## src/rtl/amem_pkg.sv

```systemverilog
package amem_pkg;

  localparam int CFG_W = 32;
  localparam int CNT_W = 6;

  typedef enum logic [2:0] {
    PH_IDLE,
    PH_SETUP,
    PH_STROBE,
    PH_HOLD,
    PH_TURN
  } phase_e;

  // Field layout follows bit order 31 down to 0 of the timing word.
  typedef struct packed {
    logic       cs_in_strobe;
    logic       wait_en;
    logic [3:0] wr_setup;
    logic [5:0] wr_strobe;
    logic [2:0] wr_hold;
    logic [3:0] rd_setup;
    logic [5:0] rd_strobe;
    logic [2:0] rd_hold;
    logic [1:0] gap;
    logic [1:0] width;
  } timing_t;

  function automatic logic is_wide(input logic [1:0] w);
    return w == 2'b01;
  endfunction

endpackage

```

## src/rtl/amem_cfg_reg.sv

```systemverilog
module amem_cfg_reg
  import amem_pkg::*;
#(
  parameter logic [CFG_W-1:0] RESET_WORD = 32'h0432_018C
) (
  input  logic             clk,
  input  logic             rst_n,
  input  logic             idle,
  input  logic             cfg_we,
  input  logic [CFG_W-1:0] cfg_wdata,
  output timing_t          timing
);

  logic [CFG_W-1:0] word_q;

  // Writes land only between accesses so a running access keeps its timing.
  always_ff @(posedge clk or negedge rst_n) begin
    if (!rst_n) begin
      word_q <= RESET_WORD;
    end else if (cfg_we && idle) begin
      word_q <= cfg_wdata;
    end
  end

  assign timing = timing_t'(word_q);

endmodule

```

## src/rtl/amem_phase_fsm.sv

```systemverilog
module amem_phase_fsm
  import amem_pkg::*;
#(
  parameter int ADDR_W = 16,
  parameter int DATA_W = 16
) (
  input  logic              clk,
  input  logic              rst_n,
  input  timing_t           timing,
  input  logic              cfg_we,
  input  logic              req_valid,
  input  logic              req_write,
  input  logic [ADDR_W-1:0] req_addr,
  input  logic [DATA_W-1:0] req_wdata,
  input  logic [DATA_W-1:0] rd_lanes,
  output logic              req_ready,
  output logic              idle,
  output phase_e            phase,
  output logic              wr_dir,
  output logic [ADDR_W-1:0] addr_q,
  output logic [DATA_W-1:0] wdata_q,
  output logic              rsp_valid,
  output logic [DATA_W-1:0] rsp_rdata
);

  phase_e            phase_q;
  logic [CNT_W-1:0]  cnt_q;
  logic              wr_q;
  logic              done_q;
  logic [DATA_W-1:0] rdata_q;
  logic              cnt_zero;
  logic              accept;

  logic unused_timing;
  assign unused_timing = ^{timing.cs_in_strobe, timing.wait_en, timing.width};

  assign idle      = (phase_q == PH_IDLE);
  assign req_ready = idle && !cfg_we;
  assign accept    = req_valid && req_ready;
  assign cnt_zero  = (cnt_q == '0);

  always_ff @(posedge clk or negedge rst_n) begin
    if (!rst_n) begin
      phase_q <= PH_IDLE;
      cnt_q   <= '0;
      wr_q    <= 1'b0;
      addr_q  <= '0;
      wdata_q <= '0;
      done_q  <= 1'b0;
      rdata_q <= '0;
    end else begin
      done_q <= 1'b0;
      unique case (phase_q)
        PH_IDLE: begin
          if (accept) begin
            phase_q <= PH_SETUP;
            wr_q    <= req_write;
            addr_q  <= req_addr;
            wdata_q <= req_wdata;
            cnt_q   <= req_write ? CNT_W'(timing.wr_setup) : CNT_W'(timing.rd_setup);
          end
        end
        PH_SETUP: begin
          if (cnt_zero) begin
            phase_q <= PH_STROBE;
            cnt_q   <= wr_q ? CNT_W'(timing.wr_strobe) : CNT_W'(timing.rd_strobe);
          end else begin
            cnt_q <= cnt_q - CNT_W'(1);
          end
        end
        PH_STROBE: begin
          if (cnt_zero) begin
            phase_q <= PH_HOLD;
            cnt_q   <= wr_q ? CNT_W'(timing.wr_hold) : CNT_W'(timing.rd_hold);
            if (!wr_q) rdata_q <= rd_lanes;
          end else begin
            cnt_q <= cnt_q - CNT_W'(1);
          end
        end
        PH_HOLD: begin
          if (cnt_zero) begin
            done_q <= 1'b1;
            if (wr_q) begin
              phase_q <= PH_IDLE;
            end else begin
              phase_q <= PH_TURN;
              cnt_q   <= CNT_W'(timing.gap);
            end
          end else begin
            cnt_q <= cnt_q - CNT_W'(1);
          end
        end
        PH_TURN: begin
          if (cnt_zero) phase_q <= PH_IDLE;
          else          cnt_q   <= cnt_q - CNT_W'(1);
        end
        default: phase_q <= PH_IDLE;
      endcase
    end
  end

  assign phase     = phase_q;
  assign wr_dir    = wr_q;
  assign rsp_valid = done_q;
  assign rsp_rdata = rdata_q;

endmodule

```

## src/rtl/amem_pin_drive.sv

```systemverilog
module amem_pin_drive
  import amem_pkg::*;
#(
  parameter int DATA_W = 16
) (
  input  phase_e            phase,
  input  logic              wr_dir,
  input  logic              cs_in_strobe,
  input  logic              wide,
  input  logic [DATA_W-1:0] wdata_q,
  input  logic [DATA_W-1:0] dq_in,
  output logic              cs_n,
  output logic              oe_n,
  output logic              we_n,
  output logic              dq_oe,
  output logic [DATA_W-1:0] dq_out,
  output logic [DATA_W-1:0] rd_lanes
);

  localparam int LANES = DATA_W / 8;

  logic in_access;
  logic in_strobe;

  always_comb begin
    in_access = (phase == PH_SETUP) || (phase == PH_STROBE) || (phase == PH_HOLD);
    in_strobe = (phase == PH_STROBE);
    cs_n  = cs_in_strobe ? !in_strobe : !in_access;
    oe_n  = !(in_strobe && !wr_dir);
    we_n  = !(in_strobe && wr_dir);
    dq_oe = in_access && wr_dir;
  end

  // Byte lane 0 is always live; upper lanes only on the wide bus.
  for (genvar g = 0; g < LANES; g++) begin : g_lane
    logic lane_on;
    if (g == 0) begin : g_base
      assign lane_on = 1'b1;
    end else begin : g_upper
      assign lane_on = wide;
    end
    assign dq_out[g*8 +: 8]   = lane_on ? wdata_q[g*8 +: 8] : 8'h00;
    assign rd_lanes[g*8 +: 8] = lane_on ? dq_in[g*8 +: 8]   : 8'h00;
  end

endmodule

```

## src/rtl/amem_strobe_seq.sv

```systemverilog
module amem_strobe_seq
  import amem_pkg::*;
#(
  parameter int                ADDR_W    = 16,
  parameter int                DATA_W    = 16,
  parameter logic [CFG_W-1:0]  CFG_RESET = 32'h0432_018C
) (
  input  logic              clk,
  input  logic              rst_n,
  input  logic              cfg_we,
  input  logic [CFG_W-1:0]  cfg_wdata,
  input  logic              req_valid,
  output logic              req_ready,
  input  logic              req_write,
  input  logic [ADDR_W-1:0] req_addr,
  input  logic [DATA_W-1:0] req_wdata,
  output logic              rsp_valid,
  output logic [DATA_W-1:0] rsp_rdata,
  output logic              mem_cs_n,
  output logic              mem_oe_n,
  output logic              mem_we_n,
  output logic [ADDR_W-1:0] mem_addr,
  output logic [DATA_W-1:0] mem_dq_out,
  output logic              mem_dq_oe,
  input  logic [DATA_W-1:0] mem_dq_in
);

  timing_t           timing;
  logic              idle;
  phase_e            phase;
  logic              wr_dir;
  logic [DATA_W-1:0] wdata_q;
  logic [DATA_W-1:0] rd_lanes;

  amem_cfg_reg #(.RESET_WORD(CFG_RESET)) u_cfg (
    .clk       (clk),
    .rst_n     (rst_n),
    .idle      (idle),
    .cfg_we    (cfg_we),
    .cfg_wdata (cfg_wdata),
    .timing    (timing)
  );

  amem_phase_fsm #(.ADDR_W(ADDR_W), .DATA_W(DATA_W)) u_fsm (
    .clk       (clk),
    .rst_n     (rst_n),
    .timing    (timing),
    .cfg_we    (cfg_we),
    .req_valid (req_valid),
    .req_write (req_write),
    .req_addr  (req_addr),
    .req_wdata (req_wdata),
    .rd_lanes  (rd_lanes),
    .req_ready (req_ready),
    .idle      (idle),
    .phase     (phase),
    .wr_dir    (wr_dir),
    .addr_q    (mem_addr),
    .wdata_q   (wdata_q),
    .rsp_valid (rsp_valid),
    .rsp_rdata (rsp_rdata)
  );

  amem_pin_drive #(.DATA_W(DATA_W)) u_pins (
    .phase        (phase),
    .wr_dir       (wr_dir),
    .cs_in_strobe (timing.cs_in_strobe),
    .wide         (is_wide(timing.width)),
    .wdata_q      (wdata_q),
    .dq_in        (mem_dq_in),
    .cs_n         (mem_cs_n),
    .oe_n         (mem_oe_n),
    .we_n         (mem_we_n),
    .dq_oe        (mem_dq_oe),
    .dq_out       (mem_dq_out),
    .rd_lanes     (rd_lanes)
  );

endmodule

```

## config.mk

```make
export PLATFORM = sky130hd
export DESIGN_NAME = amem_strobe_seq
export DESIGN_NICKNAME = d
export VERILOG_FILES = /design/src/rtl/amem_pkg.sv /design/src/rtl/amem_cfg_reg.sv /design/src/rtl/amem_phase_fsm.sv /design/src/rtl/amem_pin_drive.sv /design/src/rtl/amem_strobe_seq.sv
export SDC_FILE = /design/constraint.sdc
export NUM_CORES = 1
export LEC_CHECK = 0
export BUFFER_PORTS_ARGS = -buffer_cell sky130_fd_sc_hd__clkbuf_2
export CORE_MARGIN = 5
export CORE_UTILIZATION = 51
export DETAILED_ROUTE_END_ITERATION = 6
export PLACE_DENSITY = 0.79
export SKIP_CTS_REPAIR_TIMING = 1
export SLEW_MARGIN = 10
export SYNTH_ARGS = -nofsm -noshare
export SYNTH_HDL_FRONTEND = slang
export SYNTH_SLANG_ARGS = --single-unit
```

## constraint.sdc

```tcl
create_clock -name clk -period 2.65 [get_ports clk]
set_clock_uncertainty 0.15 [all_clocks]
set_input_delay 0 -clock clk [delete_from_list [all_inputs] [get_ports clk]]
set_output_delay 0 -clock clk [all_outputs]
set_load 0.005 [all_outputs]
```

## Word-level counts from Yosys, hierarchy flattened

Index checks and enable logic that the tools add are counted.

| storage, ports and cells | value |
|---|---|
| flip-flop bits (word level) | 91 |
| logic and storage cells | 65 |
| input bits | 85 |

| operators by class | value |
|---|---|
| bitwise gates (word level) | 1 |
| equal/unequal tests | 12 |
| $add $sub $neg | 1 |
| reduce and logical (&&, ||, !) cells | 21 |
| muxes and demuxes | 22 |

Operators by type and width:

| kind | number |
|---|---|
| $mux W6 | 7 |
| $pmux W6 S5 | 1 |
| $mux W3 | 7 |
| $mux W8 | 2 |
| $pmux W3 S5 | 1 |
| $ne A2 B1 Y1 const B | 4 |
| $eq A3 B2 Y1 const B | 2 |
| $logic_and A1 B1 Y1 | 6 |
| $logic_not A1 Y1 | 6 |
| $logic_not A6 Y1 | 1 |
| $sub A6 B1 Y6 const B | 1 |
| $reduce_and A5 Y1 | 1 |
| $reduce_bool A5 Y1 | 1 |
| $mux W4 | 1 |
| $ne A2 B2 Y1 const B | 2 |
| $reduce_and A4 Y1 | 1 |
| $eq A3 B1 Y1 const B | 1 |
| $eq A3 B3 Y1 const B | 1 |
| $logic_not A3 Y1 | 1 |
| $mux W1 | 3 |
| $ne A3 B3 Y1 const B | 1 |
| $reduce_and A3 Y1 | 1 |
| $eq A2 B1 Y1 const B | 1 |
| $logic_or A1 B1 Y1 | 2 |
| 2 further kinds | 2 |

## Depth between registers and ports, before layout

Gate-level depths: netlist of run 1.

| logic depth | value |
|---|---|
| depth after elaboration | 5 |
| depth in mapped cells | 9 |
| gate-level depth less buffers | 7 |

## Hierarchy

From an unflattened synthesis of run 1, not the netlist that was laid out.

| unflattened totals | value |
|---|---|
| cell total of the unflattened synthesis | 318 |
| area total of the unflattened synthesis | 4435.5 um^2 |

By module, submodules not included:

| module | sequential area each (um^2) | area an instance (um^2) | instances | cells an instance |
|---|---|---|---|---|
| amem_phase_fsm | 1476.4 | 2800.2 | 1 | 211 |
| amem_cfg_reg | 810.8 | 1355.0 | 1 | 68 |
| amem_pin_drive | 0.0 | 266.5 | 1 | 38 |
| amem_strobe_seq | 0.0 | 13.8 | 1 | 1 |

## Worst setup path after synthesis of run 1

OpenSTA, ideal clock, no wires.

| timing | value |
|---|---|
| path type | register -> register |
| start point | register u_fsm.cnt_q[0] |
| end point | register u_fsm.cnt_q[1] |
| data arrival time | 1.908 ns |
| setup slack | 0.472 ns |
| cell stages (with the launch flop) | 8 |
| clock period less this slack | 2.178 ns |
| required time | 2.380 ns |
| path through | dfrtp_1 -> inv_1 -> ha_1 -> nor2b_1 -> a41o_1 -> a221oi_2 -> mux2_2 -> a31o_2 |

| on the way | value |
|---|---|
| longest elaborated chain between the ends | 3 |
| elaborated cells on any way between the ends | 10 |

Ends and longest elaborated chain:

| item | line | RTL |
|---|---|---|
| start, declared | amem_phase_fsm.sv:27 | `logic [CNT_W-1:0] cnt_q;` |
| start signal, assigned | amem_phase_fsm.sv:60 | `cnt_q <= req_write ? CNT_W'(timing.wr_setup) : CNT_W'(timing.rd_setup);` |
| start signal, assigned | amem_phase_fsm.sv:66 | `cnt_q <= wr_q ? CNT_W'(timing.wr_strobe) : CNT_W'(timing.rd_strobe);` |
| start signal, assigned | amem_phase_fsm.sv:68 | `cnt_q <= cnt_q - CNT_W'(1);` |
| $sub A6 B1 Y6 / $logic_not A6 Y1 (equally long branches) | - |  |
| $mux W6 (tied with other cells) | amem_phase_fsm.sv:94 | `if (cnt_zero) phase_q <= PH_IDLE;` |
| $pmux W6 S5 / $reduce_and A4 Y1 (equally long branches) | - |  |

Parallel ways exist; a longest one is shown, timed or not. The select of a mux whose other input is x is not followed.
A chain may end at the register's enable or synchronous reset.

## Worst setup path in the final report of run 1

Same ends and word-level chain as after synthesis.

==> results of run 1 <==
==> kinds of logic (layout without fill, tap and decap cells) <==
family                     after synthesis  count (layout)  synth area share
AOI/OAI and AO/OA                       46              46            0.0740
muxes                                   85              85             0.247
buffers and inverters                   34             253            0.0573
xor gates and xnor gates                 1               1           0.00202
and+or+nand+nor                         76              76            0.0925
adders and majority gates                2               2           0.00576
DFF                                     90              90             0.521
==> cells in the mapped netlist (2+ instances only) <==
cell	number
o21a_1	2
nor2_1	9
or3_1	4
mux2_4	34
nor3_1	5
nand2_1	27
clkbuf_1	5
buf_6	4
inv_1	5
and2_1	11
buf_2	7
nor2b_1	3
nand3_1	2
mux2i_1	8
o221ai_1	3
dfstp_2	8
buf_12	3
nor3b_1	2
o21ai_0	15
ha_1	2
dfrtp_1	82
or4_1	2
nand2b_1	6
buf_4	9
a21oi_1	5
a32o_1	2
o211ai_1	3
mux2_2	43
==> worst min-delay path by stage <==
stage	cells past startpoint	from	to	slack, ns
after global routing	3	cfg_we	req_ready	0.13
after detailed placement	1	rst_n	u_fsm.wdata_q[2]	0.08
after floorplan	0	rst_n	u_cfg.timing[0]	-0.45
after CTS	1	rst_n	u_fsm.wdata_q[2]	-0.31
after global placement	1	rst_n	u_fsm.wdata_q[2]	0.07
final	3	cfg_we	req_ready	0.11
==> power by group through the flow <==
| stage | Clock [mW] | Sequential (mW) | Combinational, mW |
|---|---|---|---|
| 6_report | 1.12 | 2.47 | 2.37 |
| 3_3_place_gp | 0 | 2.41 | 2.17 |
| 4_1_cts | 1.14 | 2.44 | 2.25 |
| 5_1_grt | 1.20 | 2.54 | 2.59 |
| 3_5_place_dp | 0 | 2.47 | 2.23 |
| 2_1_floorplan | 0 | 2.33 | 1.65 |
==> stage by stage <==
stage	std cells	utilization	setup WS (ns)	cell area, sq um
3_5_place_dp	559	0.611	0.347	5050
2_1_floorplan	334	-	0.472	4340
3_3_place_gp	559	0.611	0.403	5050
6_report	658	0.741	0.321	6120
5_1_grt	658	0.741	0.116	6120
4_1_cts	575	0.641	0.322	5290
==> tightest hold or removal path: stages <==
cell and delay [ns]:
clkbuf_2 0.09, nor3_1 0.06, clkbuf_2 0.11
==> sequential cells by signal, summed over array words and instances (netlist names) <==
signal / flops
u_cfg.timing: 31
u_fsm.addr_q: 16
u_fsm.cnt_q: 6
u_fsm.phase: 3
u_fsm.rsp_rdata: 16
u_fsm.rsp_valid: 1
u_fsm.wdata_q: 16
u_fsm.wr_dir: 1
==> routing by layer <==
layer | vias up | global-route usage | part of all wire
li1 | 1598 | - | -
met1 | 1660 | 0.242 | 0.41
met2 | 141 | 0.301 | 0.50
met3 | 17 | 0.0416 | 0.078
met4 | 0 | 0.0676 | 0.012
met5 | - | 0 | 0
==> layout make-up <==
type,count,share of cell area
inverter,5,0.00307
sequential,90,0.370
clock inverter,6,0.0186
timing repair buffer,232,0.267
multi-input combinational,210,0.299
tap,105,0.0215
clock buffer,10,0.0209
==> summary.md, run 1 <==
| Metric | Value |
|---|---|
| Switching Share | 0.323 |
| DRC errors left | 0 |
| Leakage | 3.01 nW |
| Multi-input gate area | 1830 sq um |
| Hold crit path type | input pin to output port |
| Clock power frac | 0.187 |
| RSZ-0062 raised after global routing | false |
| Most common cell after layout, fill and taps aside | clkbuf_2 |
| Antenna fix cells | 0 |
| Internal Pwr Total | 4.04 mW |
| Worst setup path category | flip-flop to flip-flop |
| RR Endpoint | u_fsm.cnt_q[1] |
| Final Hold Violating Endpoints | 0 |
| Fin Setup TNS | 0 ns |
| Fmax | 429 MHz |
| Post-Syn Nets | 421 |
| CP Launch Type | flip-flop |
| Clock transition at path regs | 0.09 ns |
| Die Span X | 102 microns |
| Combinational share of power | 0.398 |
| Avg Cell Area, Syn | 13.0 sq um |
| Clock buffer depth | 2 |
| Maximum number of pins on one net before global-route repair | 81 |
| Final period util | 0.879 |
| 1st-iter DRT viols | 101 |
| Gr usage total | 0.185 |
| Number of routed nets with antenna violations | 0 |
| Ys Warns | 0 |
| Vias | 3416 |
| Share of the synthesized area in the top cell type | 0.472 |
| Detailed Route WL | 11800 microns |
| Worst Setup SP | u_fsm.cnt_q[0] |
| Max VDD drop | 0.665 mV |
| CTS tree | done |
| Worst path top cell family by delay | compound AO/OA/AOI/OAI gates |
| Hpwl dp | 7020 microns |
| Initial antenna violation count | 0 |
| Synth Cell Area | 4340 sq um |
| Endpoints failing setup | 0 |
| First-pass GRT wire length | 15000 microns |
| Reg2Reg Depth | 7 |
| Slew HR | 0.342 |
| Async SR Flop Fraction | 1.00 |
| Die area | 10500 sq um |
| Worst setup endpoint | u_fsm.cnt_q[1] |
| Largest fanout on the critical path | 5 |
| Stages on the worst setup path | 7 |
| Grt total ovfl | 0 |
| Final nets | 635 |
| Register area | 2260 sq um |
| Largest stage delay, worst path | 0.43 ns |
| First-pass iteration count of the detailed router | 4 |
| Fin crit period | 2.33 ns |
| Top cells by area, synth | dfrtp_1, mux2_4, mux2_2 |
| Status | completed |
| Pwr/cell area | 974 nW/um^2 |
| Max stage delay cell, worst path | dfrtp_1 |
| Area of the core | 8260 sq um |
| Root Driver | clkbuf_8 |
| Ys flop type | dfrtp_1 |
| RD Place Congestion | 0.903 |
| Crit path cell chain | inv_1, ha_1, nor2b_1, a41o_1, a221oi_2, mux2_2, a31o_2 |
| Initial Utilization | 0.526 |
| Leading cell types in the layout, fill and taps excluded | clkbuf_2, dlygate4sd3_1, dfrtp_1 |
| WP buf/inv | 1 |
| Area Growth Syn to Fin | 40.9% |
| Sequential fraction of design power | 0.415 |
| Slew Limit Fails | 0 |
| Synth area leader | dfrtp_1 |
| Num ports | 139 |
| Worst-Skew Late Latency | 0.36 ns |
| R2R Path Start | u_fsm.cnt_q[0] |
| CP arrival | 2.42 ns |
| Vias/cell | 5.19 |
| Row Count | 33 |
| H-tree depth | 3 |
| Share of layout cells above drive strength 1 | 0.463 |
| Unique cell type count in the Yosys netlist | 51 |
| Vias in the first global route | 3046 |
| Flops & latches, synth | 90 |
| Port bufs | 137 |
| Die Y | 102 microns |
| Num CTS Buffers | 9 |
| Hold WS | 0.110 ns |
| Post-synth EDFFs | 0 |
| Flop-to-flop setup slack | 0.32 ns |
| Net Switching | 1.92 mW |
| Kind of end point of the critical path | flip-flop |
| # Max-Cap Violations | 0 |
| Post-synthesis cell count | 334 |
| Critical Path RT | 2.74 ns |
| Routed WL per cell | 17.9 microns |
| Worst slew pin tran | 0.986 ns |
| Layout filler cell count | 505 |
| Post-synthesis sequential area ratio | 0.521 |
| Final Power | 5.96 mW |
| Clk sinks | 90 |
Power figures use the tool's default switching activity.
==> run 2: changes to the inputs <==
--- a/config.mk
+++ b/config.mk
@@ -5,11 +5,13 @@
 export SDC_FILE = /design/constraint.sdc
 export NUM_CORES = 1
 export LEC_CHECK = 0
+export ABC_AREA = 1
 export BUFFER_PORTS_ARGS = -buffer_cell sky130_fd_sc_hd__clkbuf_2
 export CORE_MARGIN = 5
-export CORE_UTILIZATION = 51
+export CORE_UTILIZATION = 50
 export DETAILED_ROUTE_END_ITERATION = 6
-export PLACE_DENSITY = 0.79
+export PLACE_DENSITY = 0.78
+export REMOVE_ABC_BUFFERS = 1
 export SKIP_CTS_REPAIR_TIMING = 1
 export SLEW_MARGIN = 10
 export SYNTH_ARGS = -nofsm -noshare
==> run 2 against run 1 <==
The flow now finishes with violations (negative hold slack). Power is 5.5% higher. Clock-buffer cell count is 1 higher. Sequential share of layout area is 1.3 points higher. Sequential power hardly changed. Cell area is 3.5% lower. Fmax is 14% higher. Synthesized area is 4.6% lower. Routed wire length is 1.4% lower. Hold slack worse by 0.11 ns. Setup slack better by 0.29 ns. Critical endpoint is now u_fsm.rsp_rdata[7].
==> summary.md, run 2 <==
| Metric | Value |
|---|---|
| Share of layout cells above drive strength 1 | 0.358 (-0.105) |
| First-pass iteration count of the detailed router | 4 (unchanged) |
| Worst path top cell family by delay | simple AND/OR/NAND/NOR gates |
| Post-synth top cells | nand2_1, dfrtp_1, mux2_2 |
| Hold WS | -0.000390 ns (-0.110 ns) |
| Final period util | 0.771 (-0.108) |
| Vias/cell | 5.03 (-3.2%) |
| Post-synthesis cell count | 417 (+25%) |
| Pwr/cell area | 1060 nW/um^2 (+9.3%) |
| Max VDD drop | 0.592 mV (-11%) |
| Area Growth Syn to Fin | 42.6% |
| Slew Limit Fails | 0 (unchanged) |
| Vias in the first global route | 3495 (+15%) |
| Worst-Skew Late Latency | 0.35 ns (about the same) |
| Kind of end point of the critical path | flip-flop |
| Ys Warns | 0 (unchanged) |
| Endpoints failing setup | 0 (unchanged) |
| Stages on the worst setup path | 6 (-1) |
| Area of the core | 8130 sq um (-1.5%) |
| Top cells by area, synth | dfrtp_1, mux2_2, nand2_1 |
| CP arrival | 2.13 ns (-0.29 ns) |
| Largest fanout on the critical path | 24 (+19) |
| Fmax | 490 MHz (+14%) |
| First-pass GRT wire length | 15700 microns (+4.7%) |
| WHS Path Cells | 4 (+1) |
| Largest stage delay, worst path | 0.41 ns (-0.02 ns) |
| Ys flop type | dfrtp_1 |
| Hpwl dp | 7140 microns (+1.7%) |
| Dpl cell area | 4890 sq um (-3.1%) |
| RD Place Congestion | 0.859 (-4.9%) |
| Detailed Route WL | 11600 microns (-1.4%) |
| Final nets | 719 (+13%) |
| Most common cell after layout, fill and taps aside | clkbuf_2 |
| Num CTS Buffers | 9 (unchanged) |
| Row Count | 33 (unchanged) |
| Worst setup path category | flip-flop to flip-flop |
| Port bufs | 137 (unchanged) |
| Antenna fix cells | 0 (unchanged) |
| Final Hold Violating Endpoints | 1 (+1) |
| Clock buffer depth | 2 (unchanged) |
| Clock power frac | 0.152 (-0.035) |
| Vias | 3730 (+9.2%) |
| Clk sinks | 90 (unchanged) |
| CP Launch Type | flip-flop |
| Leakage | 3.05 nW (+1.3%) |
| Routed WL per cell | 15.7 microns (-13%) |
| Switching Share | 0.388 (+0.0652) |
| # Max-Cap Violations | 0 (unchanged) |
| Avg Cell Area, Syn | 9.93 sq um (-24%) |
| Crit path cell chain | inv_1, ha_1, nand2_1, nor2_8, nand3_4, mux2_4 |
| Violated checks | negative hold slack |
| Combinational share of power | 0.454 (+0.056) |
| Post-synthesis sequential area ratio | 0.546 (+0.0253) |
| Worst slew pin tran | 0.548 ns (-0.439 ns) |
| Async SR Flop Fraction | 1.00 (unchanged) |
| Most frequent cell after synthesis | nand2_1 |
| Gr usage total | 0.195 (+0.0108) |
| WP buf/inv | 1 (unchanged) |
| Number of routed nets with antenna violations | 0 (unchanged) |
| Net Switching | 2.44 mW (+27%) |
| Die Y | 101 microns (-1.2%) |
| Max stage delay cell, worst path | dfrtp_1 |
| Initial antenna violation count | 0 (unchanged) |
| Share of the synthesized area in the top cell type | 0.495 (+0.0230) |
| RSZ-0062 raised after global routing | false |
| Finished Core Util | 0.726 (-0.0150) |
| Clock transition at path regs | 0.09 ns (about the same) |
| Hold crit path type | input pin to flip-flop |
| Synth area leader | dfrtp_1 |
| Grt total ovfl | 0 (unchanged) |
| Die area | 10200 sq um (-2.5%) |
| Fin crit period | 2.04 ns (-0.287 ns) |
| Post-synth EDFFs | 0 (unchanged) |
| Num ports | 139 (unchanged) |
| Layout filler cell count | 547 (+8.3%) |
| Leading cell types in the layout, fill and taps excluded | clkbuf_2, nand2_1, dfrtp_1 |
| Slew HR | 0.635 (+0.292) |
| Design area | 5910 sq um (-3.5%) |
| DRC errors left | 0 (unchanged) |
| Die Span X | 101 microns (-1.2%) |
| Fin Setup TNS | 0 ns (unchanged) |
| Maximum number of pins on one net before global-route repair | 49 (-40%) |
| Root Driver | clkbuf_8 |
| Synth Cell Area | 4140 sq um (-4.6%) |
| CTS tree | done |
| Flops & latches, synth | 90 (unchanged) |
| Internal Pwr Total | 3.85 mW (-4.6%) |
| Sequential fraction of design power | 0.394 (-0.021) |
| Critical Path RT | 2.74 ns (about the same) |
| Initial Utilization | 0.509 (-0.0168) |
| Status | finished with violations |
| Max reg flops | 31 (unchanged) |
| Unique cell type count in the Yosys netlist | 28 (-45%) |
| H-tree depth | 3 (unchanged) |
| Reg2Reg Depth | 6 (-1) |
| Final Power | 6.29 mW (+5.5%) |
| 1st-iter DRT viols | 149 (+48%) |
[run 2: changes by cell type in the layout (fill, tap and decap cells not counted), sizes merged, moves of 11 or more]
cell | before | now
a21oi | 5 | 22
inv | 6 | 38
mux2 | 77 | 53
nand2 | 28 | 99
and2 | 11 | 0
nand3 | 2 | 14
nor2 | 9 | 45
[run 2: layout make-up]
| cell class | count | area [sq um] | area share |
|---|---|---|---|
| Clock buffer | 11 | 141 | 0.0239 |
| Clock inverter | 5 | 62.6 | 0.0106 |
| Inverter | 38 | 143 | 0.0241 |
| Multi-Input combinational cell | 269 | 1610 | 0.273 |
| Sequential cell | 90 | 2260 | 0.383 |
| Tap cell | 105 | 131 | 0.0222 |
| Timing Repair Buffer | 224 | 1560 | 0.264 |
[run 2: worst paths after layout]
path | startpoint | end | slack, ns
max in group asynchronous | rst_n | u_cfg.timing[26] | 1.65
min | cfg_we | u_cfg.timing[21] | -0.0004
min in group asynchronous | rst_n | u_fsm.phase[0] | 0.03
min reg2reg | u_cfg.timing[21] | u_cfg.timing[21] | 0.34
max reg2reg | u_fsm.cnt_q[0] | u_fsm.rsp_rdata[7] | 0.61
max | u_fsm.cnt_q[0] | u_fsm.rsp_rdata[7] | 0.61
[run 2: per-layer routing]
layer	GRT usage	share of wire
met3	0.0720	0.072
met2	0.319	0.53
met1	0.227	0.38
met4	0.0941	0.025
met5	0	0
[run 2: logic make-up after synthesis]
kind of cell / synth area share
and+or+nand+nor: 0.173
DFF: 0.546
buffers and inverters: 0.0650
muxes: 0.148
AOI/OAI and AO/OA: 0.0556
xor gates and xnor gates: 0.00635
adders and majority gates: 0.00604
[run 2: power by group through the flow]
stage                     clock, mW  sequential, mW  combinational (mW)
after global placement            0            2.42                2.60
after detailed placement          0            2.45                2.70
after floorplan                   0            2.44                1.69
final                         0.954            2.48                2.86
after CTS                     0.977            2.44                2.71
after global routing           1.04            2.56                3.18
[run 2: worst min-delay path, cell delays in order]
cell      delay (ns)
clkbuf_2        0.10
nand2_1         0.09
buf_4           0.21
a21oi_1         0.09
[run 2: stage by stage]
| step | instances | setup WS, ns |
|---|---|---|
| 2_1_floorplan | 397 | 0.460 |
| 3_3_place_gp | 645 | 0.706 |
| 3_5_place_dp | 645 | 0.618 |
| 4_1_cts | 661 | 0.618 |
| 5_1_grt | 742 | 0.539 |
| 6_report | 742 | 0.608 |
==> run 3: changes to the inputs <==
--- a/config.mk
+++ b/config.mk
@@ -5,12 +5,12 @@
 export SDC_FILE = /design/constraint.sdc
 export NUM_CORES = 1
 export LEC_CHECK = 0
-export ABC_AREA = 1
+export ABC_AREA = 0
 export BUFFER_PORTS_ARGS = -buffer_cell sky130_fd_sc_hd__clkbuf_2
 export CORE_MARGIN = 5
-export CORE_UTILIZATION = 50
+export CORE_UTILIZATION = 51
 export DETAILED_ROUTE_END_ITERATION = 6
-export PLACE_DENSITY = 0.78
+export PLACE_DENSITY = 0.79
 export REMOVE_ABC_BUFFERS = 1
 export SKIP_CTS_REPAIR_TIMING = 1
 export SLEW_MARGIN = 10
==> constraint.sdc (replaced) <==
create_clock -name clk -period 2 [get_ports clk]
set_clock_uncertainty 0.15 [all_clocks]
set_input_delay 0 -clock clk [delete_from_list [all_inputs] [get_ports clk]]
set_output_delay 0 -clock clk [all_outputs]
set_load 0.005 [all_outputs]
==> run 3 against run 2 <==
The flow finishes with violations (negative hold slack, negative setup slack). Via count is 5.2% lower. Global-route usage down 0.14 points. Flip-flop and latch count is the same. Sequential share of layout area fell by 3.1 points. Routed wire length up 2.0%. Utilization grew 5.4 points. Clock-buffer cell count stayed put. Combinational power up 31%. Cell area grew 9.0%. Power rose by 32%. Setup slack got worse by 0.63 ns. Largest cell class unchanged.
==> summary.md, run 3 (synthesis results as in run 1) <==
| Metric | Value |
|---|---|
| Root Driver | clkbuf_8 |
| Antenna fix cells | 0 (unchanged) |
| Max reg flops | 31 (unchanged) |
| Hpwl dp | 7590 microns (+6.3%) |
| Initial antenna violation count | 0 (unchanged) |
| Hold crit path type | input pin to asynchronous set/reset pin |
| Detailed Route WL | 11900 microns (+2.0%) |
| Clock power frac | 0.166 (+0.014) |
| Die area | 10500 sq um (+2.5%) |
| RSZ-0062 raised after global routing | true |
| Num ports | 139 (unchanged) |
| Finished Core Util | 0.780 (+0.0535) |
| Fin crit period | 2.03 ns (-0.0158 ns) |
| Routed WL per cell | 17.3 microns (+10%) |
| Grt total ovfl | 0 (unchanged) |
| Leading cell types in the layout, fill and taps excluded | clkbuf_2, dlygate4sd3_1, dfrtp_1 |
| DRC errors left | 0 (unchanged) |
| Port bufs | 137 (unchanged) |
| Final period util | 1.01 (+0.243) |
| First-pass iteration count of the detailed router | 4 (unchanged) |
| Net Switching | 2.67 mW (+9.3%) |
| Endpoints failing setup | 3 (+3) |
| CP Launch Type | flip-flop |
| Hold WS | -0.0141 ns (-0.0137 ns) |
| Internal Pwr Total | 5.67 mW (+47%) |
| Final nets | 663 (-7.8%) |
| Number of routed nets with antenna violations | 0 (unchanged) |
| Slew Limit Fails | 0 (unchanged) |
| Share of layout cells above drive strength 1 | 0.506 (+0.148) |
| Design area | 6440 sq um (+9.0%) |
| Leakage | 3.19 nW (+4.4%) |
| Worst setup path category | flip-flop to flip-flop |
| Die Y | 102 microns (+1.3%) |
| Sequential fraction of design power | 0.385 (-0.009) |
| Vias/cell | 5.15 (+2.5%) |
| Area of the core | 8260 sq um (+1.5%) |
| H-tree depth | 3 (unchanged) |
| Num CTS Buffers | 9 (unchanged) |
| Maximum number of pins on one net before global-route repair | 37 (-24%) |
| Clk sinks | 90 (unchanged) |
| Vias | 3535 (-5.2%) |
| Pwr/cell area | 1290 nW/um^2 (+22%) |
| Crit path cell chain | inv_2, ha_4, nor2b_4, a41o_1, a221oi_2, mux2_4, a31o_4 |
| RD Place Congestion | 0.897 (+4.4%) |
| Max stage delay cell, worst path | dfrtp_1 |
| Fmax | 494 MHz (+0.78%) |
| Combinational share of power | 0.449 (-0.005) |
| Largest fanout on the critical path | 2 (-92%) |
| Clock transition at path regs | 0.09 ns (about the same) |
| 1st-iter DRT viols | 161 (+8.1%) |
| Status | finished with violations |
| Setup ws final | -0.0263 ns (-0.634 ns) |
| Clock buffer depth | 2 (unchanged) |
| Area Growth Syn to Fin | 48.3% |
| Worst-Skew Late Latency | 0.36 ns (about the same) |
| Slew HR | 0.683 (+0.0479) |
| Gr usage total | 0.194 (-0.00143) |
| Die Span X | 102 microns (+1.3%) |
| Dpl cell area | 5240 sq um (+7.1%) |
| Initial Utilization | 0.526 (+0.0168) |
| First-pass GRT wire length | 15700 microns (+0.44%) |
| Final Hold Violating Endpoints | 10 (+9) |
| Vias in the first global route | 3315 (-5.2%) |
| Kind of end point of the critical path | flip-flop |
| Largest stage delay, worst path | 0.37 ns (-0.04 ns) |
| Row Count | 33 (unchanged) |
| Switching Share | 0.320 (-0.0677) |
| Max VDD drop | 0.671 mV (+13%) |
| Worst slew pin tran | 0.470 ns (-0.0778 ns) |
| Most common cell after layout, fill and taps aside | clkbuf_2 |
| # Max-Cap Violations | 0 (unchanged) |
| Fin Setup TNS | -0.0570 ns (-0.0570 ns) |
| Violated checks | negative hold slack, negative setup slack |
| Critical Path RT | 2.10 ns (-0.64 ns) |
| CP arrival | 2.13 ns (about the same) |
| CTS tree | done |
==> run 3: critical path, delay by kind of cell (launching register included) <==
family / cells / cell delay, ns
and+or+nand+nor: 1 / 0.12
buffers and inverters: 1 / 0.06
DFF: 1 / 0.37
adders and majority gates: 1 / 0.15
AOI/OAI and AO/OA: 3 / 0.73
muxes: 1 / 0.34
==> run 3: worst paths after layout <==
path	to	startpoint	slack, ns	cells after the start
setup / recovery	u_fsm.cnt_q[1]	u_fsm.cnt_q[1]	-0.03	7
hold / removal	u_cfg.timing[12]	rst_n	-0.01	2
setup reg to reg	u_fsm.cnt_q[1]	u_fsm.cnt_q[1]	-0.03	7
hold reg to reg	u_fsm.rsp_rdata[9]	u_fsm.rsp_rdata[9]	0.33	2
max in group asynchronous	u_cfg.timing[3]	rst_n	1.00	3
min in group clk	req_ready	cfg_we	0.12	3
==> run 3: layout make-up <==
class	count	area, sq um
Fill cell	538	1820
Multi-Input combinational cell	210	1890
Sequential cell	90	2260
Inverter	5	18.8
Clock inverter	5	86.3
Timing Repair Buffer	260	1900
Clock buffer	11	141
Tap cell	105	131
==> run 3: stage by stage <==
step	std cells	total power, mW	setup WS, ns
2_1_floorplan	305	5.06	-0.662
3_3_place_gp	581	6.36	-0.101
3_5_place_dp	581	6.51	-0.172
4_1_cts	597	7.92	-0.215
5_1_grt	686	8.89	-0.120
6_report	686	8.33	-0.0263
==> run 3: power groups by stage <==
stage / logic (mW) / registers [mW] / clock network (mW)
finish: 3.74 / 3.21 / 1.39
global route: 4.08 / 3.31 / 1.50
CTS: 3.33 / 3.17 / 1.43
detailed placement: 3.33 / 3.18 / 0
global placement: 3.22 / 3.14 / 0
floorplan: 1.84 / 3.22 / 0
==> run 3: per-layer routing <==
layer,GRT usage,part of all wire
met1,0.239,0.38
met2,0.335,0.53
met3,0.0498,0.063
met4,0.0605,0.023
met5,0,0
